**src/rtl/rpt_pc_seq.sv**
```systemverilog
module rpt_pc_seq #(
  parameter int          AW       = 32,
  parameter int          CW       = 16,
  parameter int          STEP     = 8,
  parameter logic [31:0] RESET_PC = 32'h0,
  parameter logic [31:0] DBG_VEC  = 32'hFFFF_F128,
  parameter logic [31:0] IRQ_VEC  = 32'hFFFF_F138
) (
  input  logic          clk,
  input  logic          rst_n,
  input  logic          step,
  input  logic          br_valid,
  input  logic [AW-1:0] br_target,
  input  logic          cnt_wr,
  input  logic [CW-1:0] cnt_wdata,
  input  logic          cfg_we,
  input  logic [AW-1:0] cfg_start,
  input  logic [AW-1:0] cfg_end,
  input  logic [CW-1:0] cfg_count,
  input  logic          sw_we,
  input  logic [5:0]    sw_wdata,
  input  logic [AW-1:0] bp_addr,
  input  logic          irq_req,
  output logic [AW-1:0] pc,
  output logic [CW-1:0] rpt_count,
  output logic [5:0]    status,
  output logic [AW-1:0] dbg_pc,
  output logic [5:0]    dbg_status,
  output logic [AW-1:0] bk_pc,
  output logic [5:0]    bk_status,
  output logic          irq_pending
);
  localparam int B_SM = 0, B_EA = 1, B_DB = 2, B_DS = 3, B_IE = 4, B_RP = 5;
  localparam logic [5:0] M_SM = 6'(1) << B_SM;
  localparam logic [5:0] M_EA = 6'(1) << B_EA;
  localparam logic [5:0] M_DS = 6'(1) << B_DS;

  logic [AW-1:0] start_q, end_q;
  logic [5:0]    st_loop, st_bp;

  wire at_end  = (pc == end_q);
  wire cnt_nz  = (rpt_count != '0);
  wire rp_was  = status[B_RP];
  wire dec     = at_end && (cnt_nz || rp_was);
  wire [CW-1:0] cnt_dec = rpt_count - {{(CW-1){1'b0}}, dec};
  wire [CW-1:0] cnt_new = cnt_wr ? cnt_wdata : cnt_dec;
  wire loop_back = rp_was && cnt_nz && at_end;

  wire [AW-1:0] seq_pc = br_valid  ? br_target :
                         loop_back ? start_q   : pc + AW'(STEP);

  always_comb begin
    st_loop = status;
    if (rp_was && at_end && cnt_new == '0) st_loop[B_RP] = 1'b0;
  end

  wire bp_hit = (pc == bp_addr) && status[B_DB];
  always_comb st_bp = bp_hit ? ((status & M_SM) | M_DS) : st_loop;
  wire [AW-1:0] pc_bp = bp_hit ? AW'(DBG_VEC) : seq_pc;

  wire irq_any = irq_req || irq_pending;
  wire irq_go  = irq_any && st_bp[B_IE];

  always_ff @(posedge clk) begin
    if (!rst_n) begin
      pc          <= AW'(RESET_PC);
      start_q     <= '0;
      end_q       <= '0;
      rpt_count   <= '0;
      status      <= '0;
      dbg_pc      <= '0;
      dbg_status  <= '0;
      bk_pc       <= '0;
      bk_status   <= '0;
      irq_pending <= 1'b0;
    end else if (step) begin
      rpt_count   <= cnt_new;
      pc          <= irq_go ? AW'(IRQ_VEC) : pc_bp;
      status      <= irq_go ? 6'b0 : st_bp;
      irq_pending <= irq_any && !irq_go;
      if (bp_hit) begin
        dbg_pc     <= seq_pc;
        dbg_status <= st_loop | M_EA;
      end
      if (irq_go) begin
        bk_pc     <= pc_bp;
        bk_status <= st_bp;
      end
    end else begin
      irq_pending <= irq_pending || irq_req;
      if (sw_we) status <= sw_wdata;
      if (cfg_we) begin
        start_q        <= cfg_start;
        end_q          <= cfg_end;
        rpt_count      <= cfg_count;
        status[B_RP]   <= 1'b1;
      end
    end
  end

  AST_CNT_NO_RISE: assert property (@(posedge clk) disable iff (!rst_n)
    step && !cnt_wr |=> rpt_count <= $past(rpt_count)) else $error("count rose");
  AST_RP_NO_SELF_SET: assert property (@(posedge clk) disable iff (!rst_n)
    !status[B_RP] && !(cfg_we && !step) && !(sw_we && !step) |=> !status[B_RP]) else $error("RP set");
  AST_BRANCH_WINS: assert property (@(posedge clk) disable iff (!rst_n)
    step && br_valid && !bp_hit && !irq_go |=> pc == $past(br_target)) else $error("branch lost");
  AST_DBG_TRAP: assert property (@(posedge clk) disable iff (!rst_n)
    step && bp_hit |=> pc == AW'(DBG_VEC) && status[B_DS] && !status[B_IE]) else $error("bp trap");
  AST_IRQ_ENTRY: assert property (@(posedge clk) disable iff (!rst_n)
    step && irq_go |=> pc == AW'(IRQ_VEC) && status == 6'b0 && !irq_pending) else $error("irq entry");
  AST_PEND_HOLD: assert property (@(posedge clk) disable iff (!rst_n)
    irq_pending && !step |=> irq_pending) else $error("pending lost");
endmodule

```
**config.mk**
```make
export PLATFORM = sky130hd
export DESIGN_NAME = rpt_pc_seq
export DESIGN_NICKNAME = d
export VERILOG_FILES = /design/src/rtl/rpt_pc_seq.sv
export SDC_FILE = /design/constraint.sdc
export NUM_CORES = 1
export LEC_CHECK = 0
export ABC_AREA = 1
export BUFFER_PORTS_ARGS = -buffer_cell sky130_fd_sc_hd__buf_2
export CORE_MARGIN = 5
export CORE_UTILIZATION = 57
export DETAILED_ROUTE_END_ITERATION = 10
export GPL_ROUTABILITY_DRIVEN = 0
export PLACE_DENSITY = 0.91
export SETUP_SLACK_MARGIN = 0.2
export SLEW_MARGIN = 30
export SYNTH_ARGS = -nofsm -noshare
export SYNTH_HDL_FRONTEND = slang
export SYNTH_SLANG_ARGS = --single-unit
```
**constraint.sdc**
```tcl
create_clock -name clk -period 4.4 [get_ports clk]
set_clock_uncertainty 0.2 [all_clocks]
set_input_delay 0.44 -clock clk [delete_from_list [all_inputs] [get_ports clk]]
set_output_delay 0.44 -clock clk [all_outputs]
set_load 0.02 [all_outputs]
```
==> flow_summary.toml, run 1 <==
[run_status]
status = "completed"

[placed_design]
place_area_sq_um = 11900
post-dp-hpwl_mm = 27.3
io_buffer_count = 304
place_inst = 2005

[setup_path]
r2r_start = "pc[25]"
r2r_slack_ns = 0.61
crit_required_ns = 4.48
path_delay_family = "simple AND/OR/NAND/NOR gates"
path_buf_inv = 2
path_depth = 25
worstSetupEndpointType = "register"
cp_slowest_cell = "dfxtp_1"
cp_max_fo = 7
cp_common_cell = "nand2_1"
slowest_delay_ns = 0.49
timing.rr.end = "status[5]"
worstRegToRegCells = 25
worstPathArrival_ns = 3.88
crit_type = "register to register"
critPathLaunchType = "register"

[drt]
routed-via-count = 11700
drt_iter0_markers = 1146
wl_mm = 37.7
drtAntennaViolNets = 0
drt-vias-per-instance = 5.75
drc_errors = 0
dr.pass1.iters = 9
wl_per_cell_um = 18.5

[global_routing]
use_met3_pct = 8.11
busiest_layer = "met2"
grt_pass1_vias = 11200
grtUsageMet1_pct = 42.4
use_met2_pct = 55.2
grt_first_pass_wirelength_mm = 58.6
grt_usage_pct = 34.0
grt_max_degree = 103
grt_antenna_before_repair = 2
overflow = 0

[worst_hold_path]
hold_path_depth = 3
worstHoldStart = "cfg_start[19]"
hold_end = "start_q[19]"
hold_path.class = "primary input to register"

[power_and_ir_drop]
ir_drop_mv = 0.303
p_comb_share_pct = 17.1
p_switching_w = 0.00130
p_sw_share_pct = 31.0
power.density_nw_per_um2 = 336
cell_internal_pwr_w = 0.00289
p_clk_share_pct = 36.9
leakage_nw = 6.22
seqPwrFrac_pct = 46.1

[yosys]
yosys_warnings = 0
syn-num-nets = 1731
synth.avg_cell_area_sq_um = 6.70
synthCells = 1553
ys_seq_area_share_pct = 37.5
syn_area_sq_um = 10400
ys_types = 46
ys_ff_latch = 195

[die]
pin_count = 305
rows = 49
die_area_sq_um = 21100
die_x_um = 145
design.core.area_sq_um = 18000
start_util_pct = 57.9
fp.dieH_um = 145

[timing]
rsz0062_at_grt = "no"
hold_viol = 0
slew_headroom_pct = 36.5
worst_pin_slew_ns = 0.950
max_freq_mhz = 264
slew_violations = 0
setup_viol = 0
fin_tns_setup_ns = 0
min_period_over_period_pct = 86.2
period_needed_ns = 3.79
whs_ns = 0.0260

[final_layout]
drive_gt1_share_pct = 22.1
areaGrowthSynthToFinish_pct = 19.9
fillerInstances = 1481
nets = 1973
fin_area_sq_um = 12500
instances_no_fill = 2041

[clock_tree]
clk_pin_slew_worst_paths_ns = 0.08
cts-root-buf = "clkbuf_16"
cts_resized = 0
cts_hold_buf = 0
clock-sinks = 195
cts_tree = "done"
cts_setup_buffers = 0
h-tree-depth = 4
clockBufferDepth = 2
numCtsBuffers = 17
clk_latency_ns = 0.44

[run]
drv_cap = 0
stage by stage:
stage | total power, W | utilization, % | setup slack (ns)
2_1_floorplan | 0.00239 | - | 1.20
4_1_cts | 0.00417 | 69.4 | 0.601
6_report | 0.00419 | 69.5 | 0.605
5_1_grt | 0.00434 | 69.4 | 0.227
3_5_place_dp | 0.00266 | 66.2 | 0.686
3_3_place_gp | 0.00265 | 66.2 | 0.776
worst max path at each step:
stage | startpoint | to | slack, ns
6_report | pc[25] | status[5] | 0.61
5_1_grt | pc[25] | status[5] | 0.23
4_1_cts | pc[25] | status[5] | 0.60
3_5_place_dp | pc[14] | status[5] | 0.69
3_3_place_gp | pc[14] | status[5] | 0.78
2_1_floorplan | pc[20] | status[5] | 1.20
tightest hold or removal path, cell delays in order:
cell	delay, ns
buf_2	0.08
nor2_1	0.03
nor2_1	0.08
cell usage after synthesis, drive strengths merged:
master | number | share of area (%)
a221oi | 2 | 0.17
nand3 | 100 | 5.0
nor3b | 1 | 0.072
nand3b | 7 | 0.63
nor4b | 1 | 0.23
o21ai | 164 | 8.3
o31ai | 1 | 0.072
nor4 | 6 | 0.36
o21a | 32 | 2.3
nor2 | 200 | 7.4
mux2i | 3 | 0.65
ha | 4 | 0.48
nor3 | 16 | 0.77
a31oi | 17 | 1.0
or2 | 11 | 0.66
nand4 | 12 | 0.87
a31o | 1 | 0.084
dfxtp | 195 | 38
o211ai | 14 | 1.1
a21oi | 100 | 4.8
clkbuf | 51 | 1.9
xnor2 | 12 | 1.0
clkinv | 1 | 0.036
inv | 158 | 5.7
o21bai | 3 | 0.22
xor2 | 35 | 2.9
nand2 | 362 | 13
and2 | 1 | 0.060
buf | 43 | 2.5
power by group through the flow:
stage	combinational (W)	clock, W	sequential, W
after floorplan	0.000401	0	0.00199
after global placement	0.000685	0	0.00196
after detailed placement	0.000694	0	0.00197
after CTS	0.000701	0.00155	0.00193
after global routing	0.000782	0.00162	0.00194
final	0.000716	0.00154	0.00193
layer usage:
layer	part of all wire (%)	routed length [um]
met1	38	14200
met2	46	17200
met3	11	4280
met4	5.2	1950
met5	0.019	7
sequential cells by signal, summed over array words and instances, names as in the netlist:
name / flops
end_q: 32
rpt_count: 16
status: 6
bk_pc: 32
bk_status: 6
start_q: 32
pc: 32
irq_pending: 1
dbg_pc: 32
dbg_status: 6
kinds of logic (layout without fill, tap and decap cells):
group	Yosys count	count (layout)	synth area share (%)
and+or+nand+nor	717	717	29.2
AOI/OAI and AO/OA	334	334	18.1
buffers and inverters	253	508	10.1
DFF	195	195	37.5
xor gates and xnor gates	47	47	3.96
adders and majority gates	4	4	0.481
muxes	3	3	0.649
other	0	4	0
layout make-up:
type	count	area, sq um	area share (%)
Antenna cell	4	10.0	0.0802
Clock buffer	17	425	3.41
Clock inverter	15	146	1.17
Inverter	159	599	4.80
Multi-Input combinational cell	1105	5460	43.7
Sequential cell	195	3900	31.3
Tap cell	229	287	2.30
Timing Repair Buffer	317	1650	13.2
cell usage in the layout (no fill, tap or decap), drive strengths merged:
cell	instances
a21oi	100
o21ai	164
nand3b	7
buf	317
nor3b	1
a31oi	17
nor4b	1
a31o	1
inv	164
xnor2	12
bufinv	1
nand4	12
nor4	6
o21bai	3
dfxtp	195
clkinvlp	1
xor2	35
ha	4
or2	11
clkinv	8
nor2	200
mux2i	3
o21a	32
a221oi	2
o31ai	1
nand2	362
nor3	16
and2	1
clkbuf	17
nand3	100
o211ai	14
diode	4
Note: power is estimated with default switching activity, not from simulation.
==> run 2, diff against run 1 <==
CELL_PAD_IN_SITES_DETAIL_PLACEMENT = 1   (was not set)
CELL_PAD_IN_SITES_GLOBAL_PLACEMENT = 1   (was not set)
CORE_UTILIZATION = 39   (was 57)
==> run 2 against run 1 <==
  * Total power rose by 1.8%
  * Global-route usage fell by 4.7 points
  * Register-to-register slack got worse by 0.11 ns
  * First-iteration DRC count fell by 16%
  * Critical endpoint unchanged
  * Combinational power rose by 6.3%
==> flow_summary.toml, run 2 (synthesized netlist as in run 1, its figures left out) <==
[setup_path]
cp_max_fo = 7
worstPathArrival_ns = 3.98
path_buf_inv = 3
cp_cell_sequence = "inv_1, nand2_1, nand2_1, nor2_1, nand2_1, nor2_1, nand2_1, nor2_4, inv_1, a21oi_1, ha_2, nand2_1, nor2_1, inv_1, o21ai_0, nand3_1, nand2_1, nand2_1, nor2_1, nand3_1, nand3_1, nand2_1, nand2_1, a21oi_1"
slowest_delay_ns = 0.54
cp_slowest_cell = "dfxtp_1"
crit_type = "register to register"
worstSetupEndpointType = "register"
path_delay_family = "simple AND/OR/NAND/NOR gates"
crit_required_ns = 4.48
critPathLaunchType = "register"
cp_common_cell = "nand2_1"

[die]
die_area_sq_um = 30000
die_x_um = 173
pin_count = 305
start_util_pct = 39.8
design.core.area_sq_um = 26100
fp.dieH_um = 173
rows = 59

[power_and_ir_drop]
ir_drop_mv = 0.223
power.density_nw_per_um2 = 337
leakage_nw = 6.27
power_w = 0.00427

[clock_tree]
clk_latency_ns = 0.44
cts-root-buf = "clkbuf_16"
cts_hold_buf = 0
clk_pin_slew_worst_paths_ns = 0.08
h-tree-depth = 4
cts_tree = "done"
clockBufferDepth = 2
clock-sinks = 195
numCtsBuffers = 17

[timing]
setup_viol = 0
worst_pin_slew_ns = 0.943
rsz0062_at_grt = "no"
slew_violations = 0
min_period_over_period_pct = 88.6
slew_headroom_pct = 37.1
hold_viol = 0
period_needed_ns = 3.90
max_freq_mhz = 256
fin_tns_setup_ns = 0

[placed_design]
post-dp-hpwl_mm = 34.4
place_inst = 2120
io_buffer_count = 304

[final_layout]
multi_input_area_sq_um = 5450
mostFrequentLayoutCells = "nand2_1 (361), buf_2 (303), nor2_1 (197)"
drive_gt1_share_pct = 22.7
instances_no_fill = 2155
seqCellArea_sq_um = 3910
areaGrowthSynthToFinish_pct = 21.7
fillerInstances = 3533
nets = 1982
final_common_cell = "nand2_1"

[drt]
wl_per_cell_um = 21.1
drt_iter0_markers = 961
drtAntennaViolNets = 0
routed-via-count = 12000
wl_mm = 45.5
drt-vias-per-instance = 5.58
drc_errors = 0
dr.pass1.iters = 6

[global_routing]
grt_usage_pct = 29.2
grt_pass1_vias = 12500
overflow = 0
grt_antenna_before_repair = 7
grt_first_pass_wirelength_mm = 70.0
grt_max_degree = 105

[worst_hold_path]
hold_path.class = "primary input to register"

[run]
drv_cap = 0

[run_status]
status = "completed"
==> run 2: area by class of cell <==
class	count	share of cell area, %
multi-input combinational	1105	43.1
antenna	3	0.0593
clock buffer	21	3.72
tap	335	3.31
clock inverter	11	0.781
timing repair buffer	326	13.4
sequential	195	30.9
inverter	159	4.73
==> run 2: final timing paths <==
check / startpoint / to / slack, ns / cells after the start
worst max-delay path: pc[7] / status[5] / 0.50 / 24
worst min-delay path: cfg_start[24] / start_q[24] / 0.02 / 3
worst max register to register: pc[7] / status[5] / 0.50 / 24
worst min register to register: start_q[4] / start_q[4] / 0.27 / 2
==> run 2: metal layers <==
| layer | routed length [um] | GRT usage [%] | vias to the layer above |
|---|---|---|---|
| li1 | - | - | 5507 |
| met1 | 18500 | 36.5 | 5820 |
| met2 | 21100 | 47.6 | 550 |
| met3 | 3370 | 5.85 | 148 |
| met4 | 2500 | 15.6 | 8 |
| met5 | 53 | 0 | - |
==> run 2: worst register-to-register path: stages, from the launching register on <==
cell and delay [ns]:
dfxtp_1 0.54, inv_1 0.15, nand2_1 0.09, nand2_1 0.06
nor2_1 0.12, nand2_1 0.08, nor2_1 0.12, nand2_1 0.10
nor2_4 0.21, inv_1 0.06, a21oi_1 0.12, ha_2 0.26
nand2_1 0.09, nor2_1 0.40, inv_1 0.13, o21ai_0 0.17
nand3_1 0.11, nand2_1 0.10, nand2_1 0.05, nor2_1 0.11
nand3_1 0.14, nand3_1 0.13, nand2_1 0.08, nand2_1 0.07
a21oi_1 0.06
==> run 2: what timing repair did <==
| action | in CTS | in global routing |
|---|---|---|
| resized for setup | 0 | 7 |
| setup buffers | 0 | 0 |
| endpoints found under the setup margin | 0 | 2 |
==> run 2: per-stage QoR <==
| stage | worst slack [ns] | instance area (sq um) | utilization, % | hold slack (ns) |
|---|---|---|---|---|
| final | 0.500 | 12700 | 48.4 | 0.0244 |
| after global routing | 0.200 | 12700 | 48.4 | 0.0166 |
| after CTS | 0.450 | 12600 | 48.4 | 0.0185 |
| after detailed placement | 0.523 | 12100 | 46.2 | 0.258 |
| after global placement | 0.725 | 12100 | 46.2 | 0.242 |
| after floorplan | 1.20 | 10400 | - | 0.230 |
==> run 2: where the power goes <==
group	internal [W]	total (W)	switching [W]	leakage (nW)
clock network	0.000831	0.00157	0.000738	0.288
logic	0.000257	0.000761	0.000503	4.38
registers	0.00185	0.00194	0.0000912	1.60
total	0.00293	0.00427	0.00133	6.27
==> run 3, diff against run 2 <==
GPL_TIMING_DRIVEN = 0   (was not set)
==> run 3 against run 2 <==
  * Design area rose by 2.4%
  * Count of clock-buffer cells in the layout shrank 4
  * Flip-flop and latch count unchanged
  * Clock power about the same
  * Cell count increased by 3.5%
  * Fmax down 1.1%
  * Worst hold slack worse by 0.018 ns
  * First-iteration DRC count up 1.7%
  * Die area unchanged
  * Combinational power up 3.5%
  * Total power increased by 1.2%
  * Global-route usage increased by 2.1 points
  * Critical endpoint unchanged
  * Largest cell class unchanged
==> flow_summary.toml, run 3 (synthesized netlist as in run 1, its figures left out) <==
[run_status]
status = "completed"

[timing]
min_period_over_period_pct = 89.6
worst_pin_slew_ns = 1.13
slew_violations = 0
rsz0062_at_grt = "no"
max_freq_mhz = 254
slew_headroom_pct = 24.7
setup_viol = 0
hold_viol = 0
period_needed_ns = 3.94
fin_tns_setup_ns = 0

[setup_path]
cp_slowest_cell = "dfxtp_1"
path_buf_inv = 3
worstPathArrival_ns = 4.06
cp_common_cell = "nand2_1"
crit_type = "register to register"
worstSetupEndpointType = "register"
cp_max_fo = 7
slowest_delay_ns = 0.39
critPathLaunchType = "register"
path_delay_family = "simple AND/OR/NAND/NOR gates"
crit_required_ns = 4.52

[power_and_ir_drop]
power.density_nw_per_um2 = 333
cell_internal_pwr_w = 0.00291
seqPwrFrac_pct = 44.9
p_clk_share_pct = 36.9
leakage_nw = 6.42
p_switching_w = 0.00141
p_sw_share_pct = 32.7
ir_drop_mv = 0.228
p_comb_share_pct = 18.2

[run]
drv_cap = 0

[die]
start_util_pct = 39.8
die_area_sq_um = 30000
fp.dieH_um = 173
design.core.area_sq_um = 26100
pin_count = 305
die_x_um = 173
rows = 59

[final_layout]
fin_area_sq_um = 13000
fillerInstances = 3608
areaGrowthSynthToFinish_pct = 24.7
drive_gt1_share_pct = 23.0
nets = 2056
final_common_cell = "nand2_1"
mostFrequentLayoutCells = "nand2_1 (361), buf_2 (326), nor2_1 (196)"

[global_routing]
grt_first_pass_wirelength_mm = 74.1
grt_max_degree = 19
grt_antenna_before_repair = 4
grt_pass1_vias = 13100
overflow = 0
grt_usage_pct = 31.3

[clock_tree]
cts_tree = "done"
cts-root-buf = "clkbuf_16"
clock-sinks = 195
clockBufferDepth = 2
clk_latency_ns = 0.46
h-tree-depth = 4
clk_pin_slew_worst_paths_ns = 0.08
numCtsBuffers = 17

[placed_design]
io_buffer_count = 302
place_area_sq_um = 12300
post-dp-hpwl_mm = 37.9

[drt]
drt_iter0_markers = 977
drc_errors = 0
wl_per_cell_um = 22.0
wl_mm = 49.0
routed-via-count = 12600
drt-vias-per-instance = 5.63
dr.pass1.iters = 8
drtAntennaViolNets = 0

[worst_hold_path]
hold_path.class = "primary input to register"
## run 3: cell count changes in the layout (fill, tap and decap cells not counted), moves of 2 or more
cell,delta
buf_1,+3
buf_2,+23
buf_4,-7
buf_6,+3
clkbuf_1,+49
clkbuf_8,-3
clkinv_2,-2
clkinvlp_4,+2
dfxtp_1,-2
dfxtp_2,+2
inv_8,+3
## run 3: cell type report
type	instances	area (sq um)	area share, %
diodes	4	10.0	0.0772
plain buffers	94	455	3.51
clock buffers	17	425	3.28
clock inverters	15	146	1.13
inverters	159	599	4.62
multi-input cells	1105	5460	42.1
flip-flops and latches	195	3910	30.2
well taps	335	419	3.23
repair buffers	306	1540	11.9
## run 3: stage by stage
step / hold WS [ns] / setup WS [ns] / utilization, % / total power, W / instances
CTS: 0.00652 / 0.200 / 49.4 / 0.00429 / 2223
floorplan: 0.230 / 1.20 / - / 0.00239 / 1553
global route: 0.0188 / 0.188 / 49.6 / 0.00445 / 2230
global placement: 0.246 / 0.439 / 47.2 / 0.00270 / 2190
finish: 0.00647 / 0.458 / 49.6 / 0.00432 / 2230
detailed placement: 0.248 / 0.309 / 47.2 / 0.00273 / 2190
## run 3: power groups by stage
| stage | sequential, W | clock (W) | combinational, W |
|---|---|---|---|
| finish | 0.00194 | 0.00159 | 0.000788 |
| global route | 0.00194 | 0.00166 | 0.000849 |
| CTS | 0.00193 | 0.00159 | 0.000768 |
| detailed placement | 0.00197 | 0 | 0.000756 |
| global placement | 0.00196 | 0 | 0.000733 |
| floorplan | 0.00199 | 0 | 0.000401 |
## run 3: metal layers
layer / track usage (%) / part of all wire [%]
met5: 0 / 0
met4: 17.6 / 6.1
met3: 6.15 / 8.0
met2: 51.2 / 46
met1: 38.6 / 40
## run 3: path summary, 6_finish.rpt
check,startpoint,to,slack [ns],depth (start not counted)
max,pc[7],status[5],0.46,26
max reg2reg,pc[7],status[5],0.46,26
min,cfg_start[18],start_q[18],0.006,3
min reg2reg,dbg_status[1],dbg_status[1],0.26,1
## run 3: timing repair
| action | 4_1_cts | 5_1_grt |
|---|---|---|
| hold buffers | 1 | 0 |
| buffers inserted | 0 | 3 |
| hold endpoints to repair | 1 | 0 |
| setup endpoints to repair | 0 | 3 |
| gates resized for setup | 0 | 12 |
## run 3: worst reg2reg max path: stages (launching register included)
cell and delay [ns]:
dfxtp_1 0.39, clkbuf_4 0.22, inv_1 0.10, nand2_1 0.08
nand2_1 0.06, nor2_1 0.13, nand2_1 0.10, nor2_1 0.14
nand2_1 0.10, nor2_4 0.19, inv_1 0.07, a21oi_1 0.16
ha_2 0.29, ha_1 0.18, nand3_1 0.17, nor2_1 0.22
nand2_1 0.07, nand3_1 0.09, nand2_1 0.08, nor2_1 0.09
nand2_1 0.07, nor2_1 0.13, nand3_1 0.14, nand3_1 0.13
nand2_1 0.08, nand2_1 0.09, a21oi_1 0.05
